$ cat config.mk
export PLATFORM = sky130hd
export DESIGN_NAME = rtc_prescaler
export DESIGN_NICKNAME = d
export VERILOG_FILES = /design/src/rtl/rtc_psc_pkg.sv /design/src/rtl/rtc_reload_sel.sv /design/src/rtl/rtc_div_cnt.sv /design/src/rtl/rtc_ivl_cnt.sv /design/src/rtl/rtc_prescaler.sv
export SDC_FILE = /design/constraint.sdc
export NUM_CORES = 1
export LEC_CHECK = 0
export BUFFER_PORTS_ARGS = -buffer_cell sky130_fd_sc_hd__buf_2
export CAP_MARGIN = 10
export CORE_ASPECT_RATIO = 0.75
export CORE_MARGIN = 1.5
export CORE_UTILIZATION = 30
export CTS_CLUSTER_DIAMETER = 120
export DETAILED_ROUTE_END_ITERATION = 6
export PLACE_DENSITY = 0.45
export SYNTH_ARGS = -nofsm -noshare
export SYNTH_HDL_FRONTEND = slang
export SYNTH_SLANG_ARGS = --single-unit
$ cat constraint.sdc
create_clock -name clk_i -period 4.44 [get_ports clk_i]
set_input_delay 0.222 -clock clk_i [delete_from_list [all_inputs] [get_ports clk_i]]
set_output_delay 0.222 -clock clk_i [all_outputs]
set_load 0.005 [all_outputs]
$ cat src/rtl/rtc_psc_pkg.sv
package rtc_psc_pkg;

  // Length in ticks of the compensated second, never below one tick.
  function automatic int adj_len(int div, int ofs);
    int v;
    v = div - ofs;
    return (v < 1) ? 1 : v;
  endfunction

endpackage

$ cat src/rtl/rtc_reload_sel.sv
module rtc_reload_sel
  import rtc_psc_pkg::*;
#(
  parameter int unsigned DIV   = 32768,
  parameter int unsigned OFS_W = 8,
  parameter int unsigned CNT_W = 16
) (
  input  logic             adj_i,
  input  logic             ofs_en_i,
  input  logic [OFS_W-1:0] ofs_i,
  output logic [CNT_W-1:0] reload_o
);

  int adj;

  always_comb begin
    adj = adj_len(int'(DIV), int'($signed(ofs_i)));
    if (adj_i && ofs_en_i) reload_o = CNT_W'(adj);
    else                   reload_o = CNT_W'(DIV);
  end

endmodule

$ cat src/rtl/rtc_div_cnt.sv
module rtc_div_cnt #(
  parameter int unsigned DIV   = 32768,
  parameter int unsigned CNT_W = 16
) (
  input  logic             clk_i,
  input  logic             rst_ni,
  input  logic             clr_i,
  input  logic             tick_i,
  input  logic [CNT_W-1:0] reload_i,
  output logic             expire_o,
  output logic [CNT_W-1:0] cnt_o
);

  logic [CNT_W-1:0] cnt_q;

  // cnt_q holds the ticks still needed to finish the current second
  assign expire_o = tick_i && !clr_i && (cnt_q == CNT_W'(1));
  assign cnt_o    = cnt_q;

  always_ff @(posedge clk_i or negedge rst_ni) begin
    if (!rst_ni)       cnt_q <= CNT_W'(DIV);
    else if (clr_i)    cnt_q <= CNT_W'(DIV);
    else if (expire_o) cnt_q <= reload_i;
    else if (tick_i)   cnt_q <= cnt_q - CNT_W'(1);
  end

endmodule

$ cat src/rtl/rtc_ivl_cnt.sv
module rtc_ivl_cnt #(
  parameter int unsigned INTERVAL = 20,
  parameter int unsigned IVL_W    = 5
) (
  input  logic             clk_i,
  input  logic             rst_ni,
  input  logic             clr_i,
  input  logic             step_i,
  output logic             last_o,
  output logic             pre_last_o,
  output logic [IVL_W-1:0] ivl_o
);

  logic [IVL_W-1:0] ivl_q;

  assign last_o     = (ivl_q == IVL_W'(INTERVAL - 1));
  assign pre_last_o = (ivl_q == IVL_W'(INTERVAL - 2));
  assign ivl_o      = ivl_q;

  always_ff @(posedge clk_i or negedge rst_ni) begin
    if (!rst_ni)     ivl_q <= '0;
    else if (clr_i)  ivl_q <= '0;
    else if (step_i) ivl_q <= last_o ? '0 : ivl_q + IVL_W'(1);
  end

endmodule

$ cat src/rtl/rtc_prescaler.sv
module rtc_prescaler #(
  parameter int unsigned DIV      = 32768,
  parameter int unsigned INTERVAL = 20,
  parameter int unsigned OFS_W    = 8
) (
  input  logic             clk_i,
  input  logic             rst_ni,
  input  logic             clr_i,
  input  logic             osc_tick_i,
  input  logic             ofs_en_i,
  input  logic [OFS_W-1:0] ofs_i,
  output logic             sec_o,
  output logic             comp_o
);

  localparam int unsigned CNT_W = $clog2(DIV + 2**(OFS_W-1) + 1);
  localparam int unsigned IVL_W = (INTERVAL > 2) ? $clog2(INTERVAL) : 1;

  logic             expire;
  logic             last_sec;
  logic             pre_last;
  logic [CNT_W-1:0] reload;
  logic [CNT_W-1:0] cnt_q;
  logic [IVL_W-1:0] ivl_q;
  logic             sec_q;
  logic             comp_q;

  // The next second is the compensated one when ending second INTERVAL-2.
  rtc_reload_sel #(.DIV(DIV), .OFS_W(OFS_W), .CNT_W(CNT_W)) u_reload (
    .adj_i    (pre_last),
    .ofs_en_i (ofs_en_i),
    .ofs_i    (ofs_i),
    .reload_o (reload)
  );

  rtc_div_cnt #(.DIV(DIV), .CNT_W(CNT_W)) u_div (
    .clk_i    (clk_i),
    .rst_ni   (rst_ni),
    .clr_i    (clr_i),
    .tick_i   (osc_tick_i),
    .reload_i (reload),
    .expire_o (expire),
    .cnt_o    (cnt_q)
  );

  rtc_ivl_cnt #(.INTERVAL(INTERVAL), .IVL_W(IVL_W)) u_ivl (
    .clk_i      (clk_i),
    .rst_ni     (rst_ni),
    .clr_i      (clr_i),
    .step_i     (expire),
    .last_o     (last_sec),
    .pre_last_o (pre_last),
    .ivl_o      (ivl_q)
  );

  always_ff @(posedge clk_i or negedge rst_ni) begin
    if (!rst_ni) begin
      sec_q  <= 1'b0;
      comp_q <= 1'b0;
    end else begin
      sec_q  <= expire;
      comp_q <= expire && last_sec;
    end
  end

  assign sec_o  = sec_q;
  assign comp_o = comp_q;

endmodule

Word-level counts from Yosys, hierarchy flattened
Index checks and enable logic that the tools add are counted.
Widths: inputs -> output; s select.

cells by class
  multiplexer cells = 8
  order comparisons = 1
  eq/ne operators = 3
  reduce and logical (&&, ||, !) cells = 7
  add/sub/neg operators = 3

operators with widths
  kind                   count
  $mux 16                5
  $lt 18x2->1 const B    1
  $sub 17x8->18 const A  1
  $eq 16x1->1 const B    1
  $sub 16x1->16 const B  1
  $mux 5                 3
  $eq 5x5->1 const B     2
  $add 5x1->5 const B    1
  $logic_and 1x1->1      4
  $reduce_bool 3->1      1
  $reduce_bool 2->1      1
  $logic_not 1->1        1

word-level totals
  bits of input ports = 13
  output and inout bits = 2
  register bits after elaboration = 23
  logic and storage cells = 26

Depth between registers and ports, before layout
Gate-level depths: netlist of run 1.

  depth after elaboration = 6
  mapped depth = 8
  mapped depth without buffers = 7

Modules after synthesis
Synthesis of run 1 repeated with hierarchy kept, for this count alone.

second synthesis, totals
  cell total of the unflattened synthesis = 209
  area, all modules = 1788.0 um2

modules (own cells, without submodules)
  module          times used  area each (um2)  cells each  sequential area each (um2)
  rtc_div_cnt     1           1092.3           127         401.6
  rtc_reload_sel  1           355.3            50          0.0
  rtc_ivl_cnt     1           284.0            29          125.1
  rtc_prescaler   1           56.3             3           50.0

Least setup slack after synthesis of run 1
No wires, ideal clock.

  kind = reg2reg
  start point = register u_div.cnt_q[7] (netlist: u_div.cnt_o[7])
  end point = register u_div.cnt_q[14] (netlist: u_div.cnt_o[14])
  buffers on the path = 0
  period minus slack after synthesis = 2133 ps
  setup time = 131 ps
  arrival time = 2001 ps
  cell stages (with the launch flop) = 6
  data required time = 4309 ps
  setup slack = 2307 ps
  cells stage by stage = dfrtp_1 > or4_4 > or4_4 > o21ai_2 > a21oi_1 > or3_1

on the way
  cells in the longest elaborated chain, start to end = 4
  elaborated cells between the ends (all ways) = 7
  those cells by class = 1 x add/sub; 1 x eq/ne; 3 x mux; 2 x reduce/logical

RTL lines
  item                                                 line                                  text
  start, declared                                      rtc_div_cnt.sv:14                     logic [CNT_W-1:0] cnt_q;
  start signal, assigned                               rtc_div_cnt.sv:21                     if (!rst_ni) cnt_q <= CNT_W'(DIV);
  start signal, assigned                               rtc_div_cnt.sv:22                     else if (clr_i) cnt_q <= CNT_W'(DIV);
  start signal, assigned                               rtc_div_cnt.sv:23                     else if (expire_o) cnt_q <= reload_i;
  $sub 16x1->16 / $eq 16x1->1 (equally long branches)  rtc_div_cnt.sv:24, rtc_div_cnt.sv:17
  $mux 16 / $logic_and 1x1->1 (equally long branches)  rtc_div_cnt.sv:24, rtc_div_cnt.sv:17
  $mux 16                                              rtc_div_cnt.sv:23
  $mux 16                                              rtc_div_cnt.sv:22

Parallel ways exist; a longest one is shown, timed or not. The select of a mux whose other input is x is not followed.
A chain may end at the register's enable or synchronous reset.

Final worst setup path of run 1
  start point = register u_div.cnt_q[7] (netlist: u_div.cnt_o[7])
  end point = register u_div.cnt_q[6] (netlist: u_div.cnt_o[6])

on the way
  cells in the longest elaborated chain, start to end = 4
  elaborated cells between the ends (all ways) = 5
  those cells by class = 1 x eq/ne; 2 x mux; 2 x reduce/logical

RTL lines
  item                 line               text
  $eq 16x1->1 *        rtc_div_cnt.sv:17  assign expire_o = tick_i && !clr_i && (cnt_q == CNT_W'(1));
  $logic_and 1x1->1 *  rtc_div_cnt.sv:17
  $mux 16              rtc_div_cnt.sv:23
  $mux 16              rtc_div_cnt.sv:22

Every way passes the cells marked *; elsewhere a longest branch is shown, timed or not.

==> impl_metrics.tcl, run 1 <==
set metrics [dict create \
    tightest_slew_ns 0.700 \
    cp_max_fo 10 \
    reg2reg_slack_ns 1.97 \
    io_pins 15 \
    synthArstFlopShare_pct 100 \
    crit_family "simple AND/OR/NAND/NOR gates" \
    syn_inst 205 \
    worstHoldStart "ofs_i[0]" \
    clkTransAtPathRegs_ns 0.08 \
    chipHeight_um 68.6 \
    synth_edf_count 0 \
    vias 1640 \
    cts-buffers-inserted 3 \
    setup_tns_ns 0 \
    min_to "u_div.cnt_o[0]$_DFFE_PN0P_" \
    core-area_sq_um 5440 \
    place.gp.congestion 0.843 \
    post_cts_buffers 0 \
    syn_to_final_growth_pct 10.9 \
    std_cell_rows 23 \
    grt_pass1_wl_um 7910 \
    grt.overflow.total 0 \
    antenna_cells 0 \
    leakagePower_uw 0.000772 \
    multi_input_area_sq_um 1080 \
    synthSimpleGateAreaFrac_pct 33.3 \
    wire_per_inst_um 16.3 \
    grt_pass1_vias 1492 \
    status "completed" \
    fillCellCount 565 \
    path_cells "nor4_2, and3_1, nand4_2, nor4b_1, a211o_1" \
    grt_max_degree 24 \
    ant_nets 0 \
    clock_latency_ns 0.27 \
    ys_seq_elements 23 \
    timing.rr.start "u_div.cnt_o[7]$_DFFE_PN0P_" \
    fmax_ghz 0.405 \
    worstPathArrival_ns 2.68 \
    crit_slowest_cell "nor4_2" \
    synth_top_area_share_pct 32.0 \
    synthTopCellsByCount "dfrtp_1, nand2_1, nor2_1, a21oi_1, nor3_1" \
    drc 0 \
    regArea_sq_um 577 \
    yosysWarnings 0 \
    syn-num-nets 225 \
    cts_tree "built" \
    rr_worst_depth 5 \
    cts-hold-fix-buffers 1 \
    synth.avg_cell_area_sq_um 8.39 \
    ys_seq_area_share_pct 33.6 \
    required_ns 4.65 \
    numPortBuffers 14 \
    drt_iter0_markers 94 \
    die_w_um 90.4 \
    dr.pass1.iters 4 \
    cap_violations 0 \
    die-area_sq_um 6200 \
    yosysMostFrequentCell "dfrtp_1" \
    slew-limit-headroom_pct 53.0 \
    synth_area_leaders "dfrtp_1, ha_1, nand2_1" \
    pwr_density_cell_nw_per_um2 313 \
    ys_types 57 \
    rsz0062_at_grt "no" \
    placed_cells 287 \
    initial_core_util_pct 31.6 \
    crit_buf_inv 0 \
    period_needed_ns 2.47 \
    worstSetupPathType "register to register" \
    synth-compound-area-share_pct 21.0 \
    nNetsFinal 238 \
    hold_viol_final 0 \
    max_stage_delay_ns 0.60 \
    grtUsageTotal_pct 16.7 \
    clk_path_buf_depth 2 \
    synth_fa_ha_area_share_pct 5.09 \
    htreeDepth 1 \
    start_kind "register" \
    cts_resized 0 \
    stdcell_count 292 \
    synth_top_family_by_area "simple AND/OR/NAND/NOR gates" \
    hp-class "input pin to register" \
    clock-sinks 23 \
    skew_ns 0.00256 \
    endpoint_kind "register" \
    dpl.hpwl_um 3600 \
    ir_worst_vdd_mv 0.167 \
    finalCritPeriodShare_pct 55.7 \
    totalWireLength_um 4760 \
    final-setup-viol-count 0 \
    synth_ff_type "dfrtp_1" \
    synth.area.mux_share_pct 1.75 \
    drt-vias-per-instance 5.62 \
    antenna_found_initial 0 \
    cts-root-buf "clkbuf_8" \
    final_layout_size_suffix_gt1_share_pct 12.0 \
    synth-xor-area-share_pct 2.04 \
    yosys.area.top_type "dfrtp_1" \
    rr_endpoint "u_div.cnt_o[6]$_DFFE_PN0P_" \
    syn_area_sq_um 1720 \
    worstHoldPathCells 3 \
    finalMaxSlewViolations 0 \
]
==> worst max-delay path by stage <==
| stage | start | endpoint | slack [ns] | cells after the start |
|---|---|---|---|---|
| 2_1_floorplan | u_div.cnt_o[7]$_DFFE_PN0P_ | u_div.cnt_o[14]$_DFFE_PN0P_ | 2.31 | 5 |
| 3_3_place_gp | u_div.cnt_o[7]$_DFFE_PN0P_ | u_div.cnt_o[6]$_DFFE_PN0P_ | 1.95 | 5 |
| 3_5_place_dp | u_div.cnt_o[7]$_DFFE_PN0P_ | u_div.cnt_o[6]$_DFFE_PN0P_ | 2.03 | 5 |
| 4_1_cts | u_div.cnt_o[7]$_DFFE_PN0P_ | u_div.cnt_o[6]$_DFFE_PN0P_ | 2.01 | 5 |
| 5_1_grt | u_div.cnt_o[7]$_DFFE_PN0P_ | u_div.cnt_o[6]$_DFFE_PN0P_ | 1.82 | 5 |
| 6_report | u_div.cnt_o[7]$_DFFE_PN0P_ | u_div.cnt_o[6]$_DFFE_PN0P_ | 1.97 | 5 |
==> cells in the final DEF (no fill, tap or decap), drive strengths merged, types with 2 or more instances in the layout <==
cell    Yosys  final
a211oi      3      3
a21oi      13     13
a31oi       5      5
and3        4      4
buf         2     14
clkbuf      5      4
dfrtp      22     22
ha          7      7
inv         7      7
mux2i       3      3
nand2      20     20
nand2b      4      4
nand3       6      6
nand3b      2      2
nand4       4      4
nor2       17     17
nor2b       3      3
nor3       13     13
nor3b       3      3
nor4        4      4
o211ai      2      2
o21ai      13     13
o31a        2      2
o31ai       4      4
or3         5      5
or4         7      7
xnor2       2      2
xor2        2      2
==> tightest hold or removal path, delay by kind of cell <==
kind | cells | cell delay, ns
and+or+nand+nor | 1 | 0.08
AOI/OAI and AO/OA | 1 | 0.07
buffers and inverters | 1 | 0.11
==> kinds of logic (layout without fill, tap and decap cells) <==
kind of cell    after synthesis  after routing
compound gates               55             55
xor+xnor                      4              4
fa+ha+maj                     7              7
buf+inv                      14             26
flops                        23             23
mux                           3              3
simple gates                 99             99
==> flip-flops by register name, indices dropped and copies added (netlist names) <==
| name | count |
|---|---|
| comp_o | 1 |
| u_ivl.ivl_o | 5 |
| sec_o | 1 |
| u_div.cnt_o | 16 |
==> metal layers <==
metal	up-vias	wire (um)	global-route usage, %
li1	802	-	-
met3	5	357	3.95
met4	0	20	2.78
met1	779	2510	25.4
met2	54	1870	23.9
met5	-	0	0
==> through the flow <==
step                      area, sq um  hold WS [ns]  worst slack (ns)  utilization, %  total power, uW
after floorplan                  1720       -0.0736              2.31               -              404
after global placement           1850         0.236              1.95            34.0              467
after detailed placement         1850         0.246              2.03            34.0              463
after CTS                        1910         0.247              2.01            35.1              601
after global routing             1910         0.268              1.82            35.1              639
final                            1910         0.257              1.97            35.1              596
==> power breakdown <==
group          switching, uW  total (uW)  internal [uW]  leakage (uW)
clock network           68.3         132           64.2     0.0000228
logic                    125         201           76.3      0.000439
registers               32.2         263            230      0.000311
total                    225         596            371      0.000772
==> cell type report <==
cell class	instances	share of cell area (%)
flip-flops and latches	23	30.2
well taps	75	4.92
inverters	7	1.38
multi-input cells	168	56.9
repair buffers	15	4.20
clock buffers	4	2.36
(Power assumes the default switching activity.)
==> run 2, diff against run 1 <==
==> constraint.sdc (replaced) <==
create_clock -name clk_i -period 2.5 [get_ports clk_i]
set_input_delay 0.125 -clock clk_i [delete_from_list [all_inputs] [get_ports clk_i]]
set_output_delay 0.125 -clock clk_i [all_outputs]
set_load 0.005 [all_outputs]
==> run 2 against run 1 <==
Critical path depth is the same; sequential share of layout area shrank 1.5 points; combinational power grew 97%; first-iteration DRC count is 37% higher; sequential power increased by 77%; die area unchanged; sequential cell count unchanged; count of clock-buffer cells in the layout down 1; clock power grew 83%; clock skew shrank 0.0010 ns; power rose by 85%; critical path type unchanged; largest cell class unchanged; largest power group unchanged; highest routed layer unchanged.
==> impl_metrics.tcl, run 2 (synthesized netlist as in run 1, its figures left out) <==
set metrics [dict create \
    final_layout_size_suffix_gt1_share_pct 17.4 \
    path_cells "or4_4, or4_4, o21ai_2, a21oi_1, or3_1" \
    chipHeight_um 68.6 \
    startpoint "u_div.cnt_o[7]$_DFFE_PN0P_" \
    grt.overflow.total 0 \
    ant_nets 0 \
    postLayoutCellArea_sq_um 2010 \
    drt-vias-per-instance 5.30 \
    clk_path_buf_depth 2 \
    cts-root-buf "clkbuf_8" \
    pwr-share-clk_pct 21.9 \
    place.gp.congestion 0.839 \
    antenna_cells 0 \
    cts-buffers-inserted 3 \
    required_ns 2.66 \
    crit_buf_inv 0 \
    max_stage_delay_ns 0.58 \
    worstSetupPathType "register to register" \
    grt_max_degree 24 \
    crit_slowest_cell "or4_4" \
    std_cell_rows 23 \
    grt_pass1_wl_um 8150 \
    placed_area_sq_um 1950 \
    grtUsageTotal_pct 17.1 \
    htreeDepth 1 \
    slew-limit-headroom_pct 56.1 \
    final-setup-viol-count 0 \
    rsz0062_at_grt "no" \
    cap_violations 0 \
    pwr_density_cell_nw_per_um2 550 \
    die_w_um 90.4 \
    worstHoldStart "ofs_i[0]" \
    numPortBuffers 14 \
    tightest_slew_ns 0.656 \
    reg2reg_slack_ns 0.26 \
    sequentialPowerShare_pct 42.2 \
    largest_reg_flops 16 \
    clock_latency_ns 0.27 \
    crit_family "simple AND/OR/NAND/NOR gates" \
    clock-sinks 23 \
    final_common_cell "dfrtp_1" \
    cp_max_fo 8 \
    initial_core_util_pct 31.6 \
    rr_worst_depth 5 \
    fmax_ghz 0.446 \
    setup_tns_ns 0 \
    final_cell_mix "dfrtp_1, nand2_1, nor2_1" \
    finalMaxSlewViolations 0 \
    drc 0 \
    antenna_found_initial 0 \
    vias 1617 \
    cp_common_cell "or4_4" \
    crit_cells 5 \
    rr_endpoint "u_div.cnt_o[14]$_DFFE_PN0P_" \
    worstPathArrival_ns 2.40 \
    core-area_sq_um 5440 \
    hold_viol_final 0 \
    fillCellCount 604 \
    power_switching_uw 410 \
    internal_power_uw 693 \
    start_kind "register" \
    status "completed" \
    endpoint_kind "register" \
    io_pins 15 \
    placed_cells 300 \
    dpl.hpwl_um 3750 \
    die-area_sq_um 6200 \
    grt_pass1_vias 1558 \
    wire_per_inst_um 16.1 \
    period_needed_ns 2.24 \
    skew_ns 0.00155 \
    finalCritPeriodShare_pct 89.6 \
    syn_to_final_growth_pct 16.7 \
    nNetsFinal 251 \
    combinationalPowerShare_pct 35.8 \
    totalWireLength_um 4920 \
    timing.rr.start "u_div.cnt_o[7]$_DFFE_PN0P_" \
    swShare_pct 37.2 \
    crit_end "u_div.cnt_o[14]$_DFFE_PN0P_" \
    drt_iter0_markers 129 \
    clkTransAtPathRegs_ns 0.09 \
    hp-class "input pin to register" \
    cts_tree "built" \
    post_cts_buffers 0 \
    stdcell_count 305 \
    ir_worst_vdd_mv 0.245 \
    dr.pass1.iters 4 \
    leakagePower_uw 0.000838 \
]
run 2: worst min path at each step:
stage                            endpoint  cells after the start
2_1_floorplan            comp_o$_DFF_PN0_                      0
3_3_place_gp   u_div.cnt_o[3]$_DFFE_PN0P_                      1
3_5_place_dp   u_div.cnt_o[5]$_DFFE_PN0P_                      1
4_1_cts        u_div.cnt_o[0]$_DFFE_PN0P_                      3
5_1_grt        u_div.cnt_o[0]$_DFFE_PN0P_                      3
6_report       u_div.cnt_o[0]$_DFFE_PN0P_                      3
run 2: power groups by stage:
stage	registers, uW	logic (uW)	clock network [uW]
2_1_floorplan	453	264	0
4_1_cts	464	395	253
3_3_place_gp	472	398	0
3_5_place_dp	471	392	0
5_1_grt	470	439	272
6_report	466	396	242
run 2: cell type report:
class	count	area, sq um	share of cell area, %
Timing Repair Buffer	28	178	8.86
Tap cell	75	93.8	4.68
Clock inverter	1	5.00	0.250
Multi-Input combinational cell	168	1080	54.1
Sequential cell	23	577	28.8
Inverter	7	26.3	1.31
Clock buffer	3	41.3	2.06
run 2: tightest hold or removal path: stages:
cell,delay [ns]
buf_2,0.11
a221oi_1,0.08
nand2_1,0.07
run 2: per-layer routing:
layer	routed length [um]	vias to the layer above	GRT usage, %
li1	-	821	-
met1	2850	765	25.9
met2	1860	29	25.8
met3	190	2	2.63
met4	23	0	2.98
met5	0	-	0
run 2: repair_timing:
item                                   in CTS  in global routing
endpoints found under the hold margin      22                  0
hold buffers                                1                  0
resized for setup                           0                  0
run 2: per-stage QoR:
stage               power, uW  util (%)  setup slack (ns)  hold slack (ns)
floorplan                 717         -             0.367           -0.171
global placement          870      35.8             0.301            0.141
detailed placement        863      35.8             0.263            0.149
CTS                      1110      36.9             0.267            0.144
global route             1180      36.9             0.186            0.174
finish                   1100      36.9             0.260            0.143
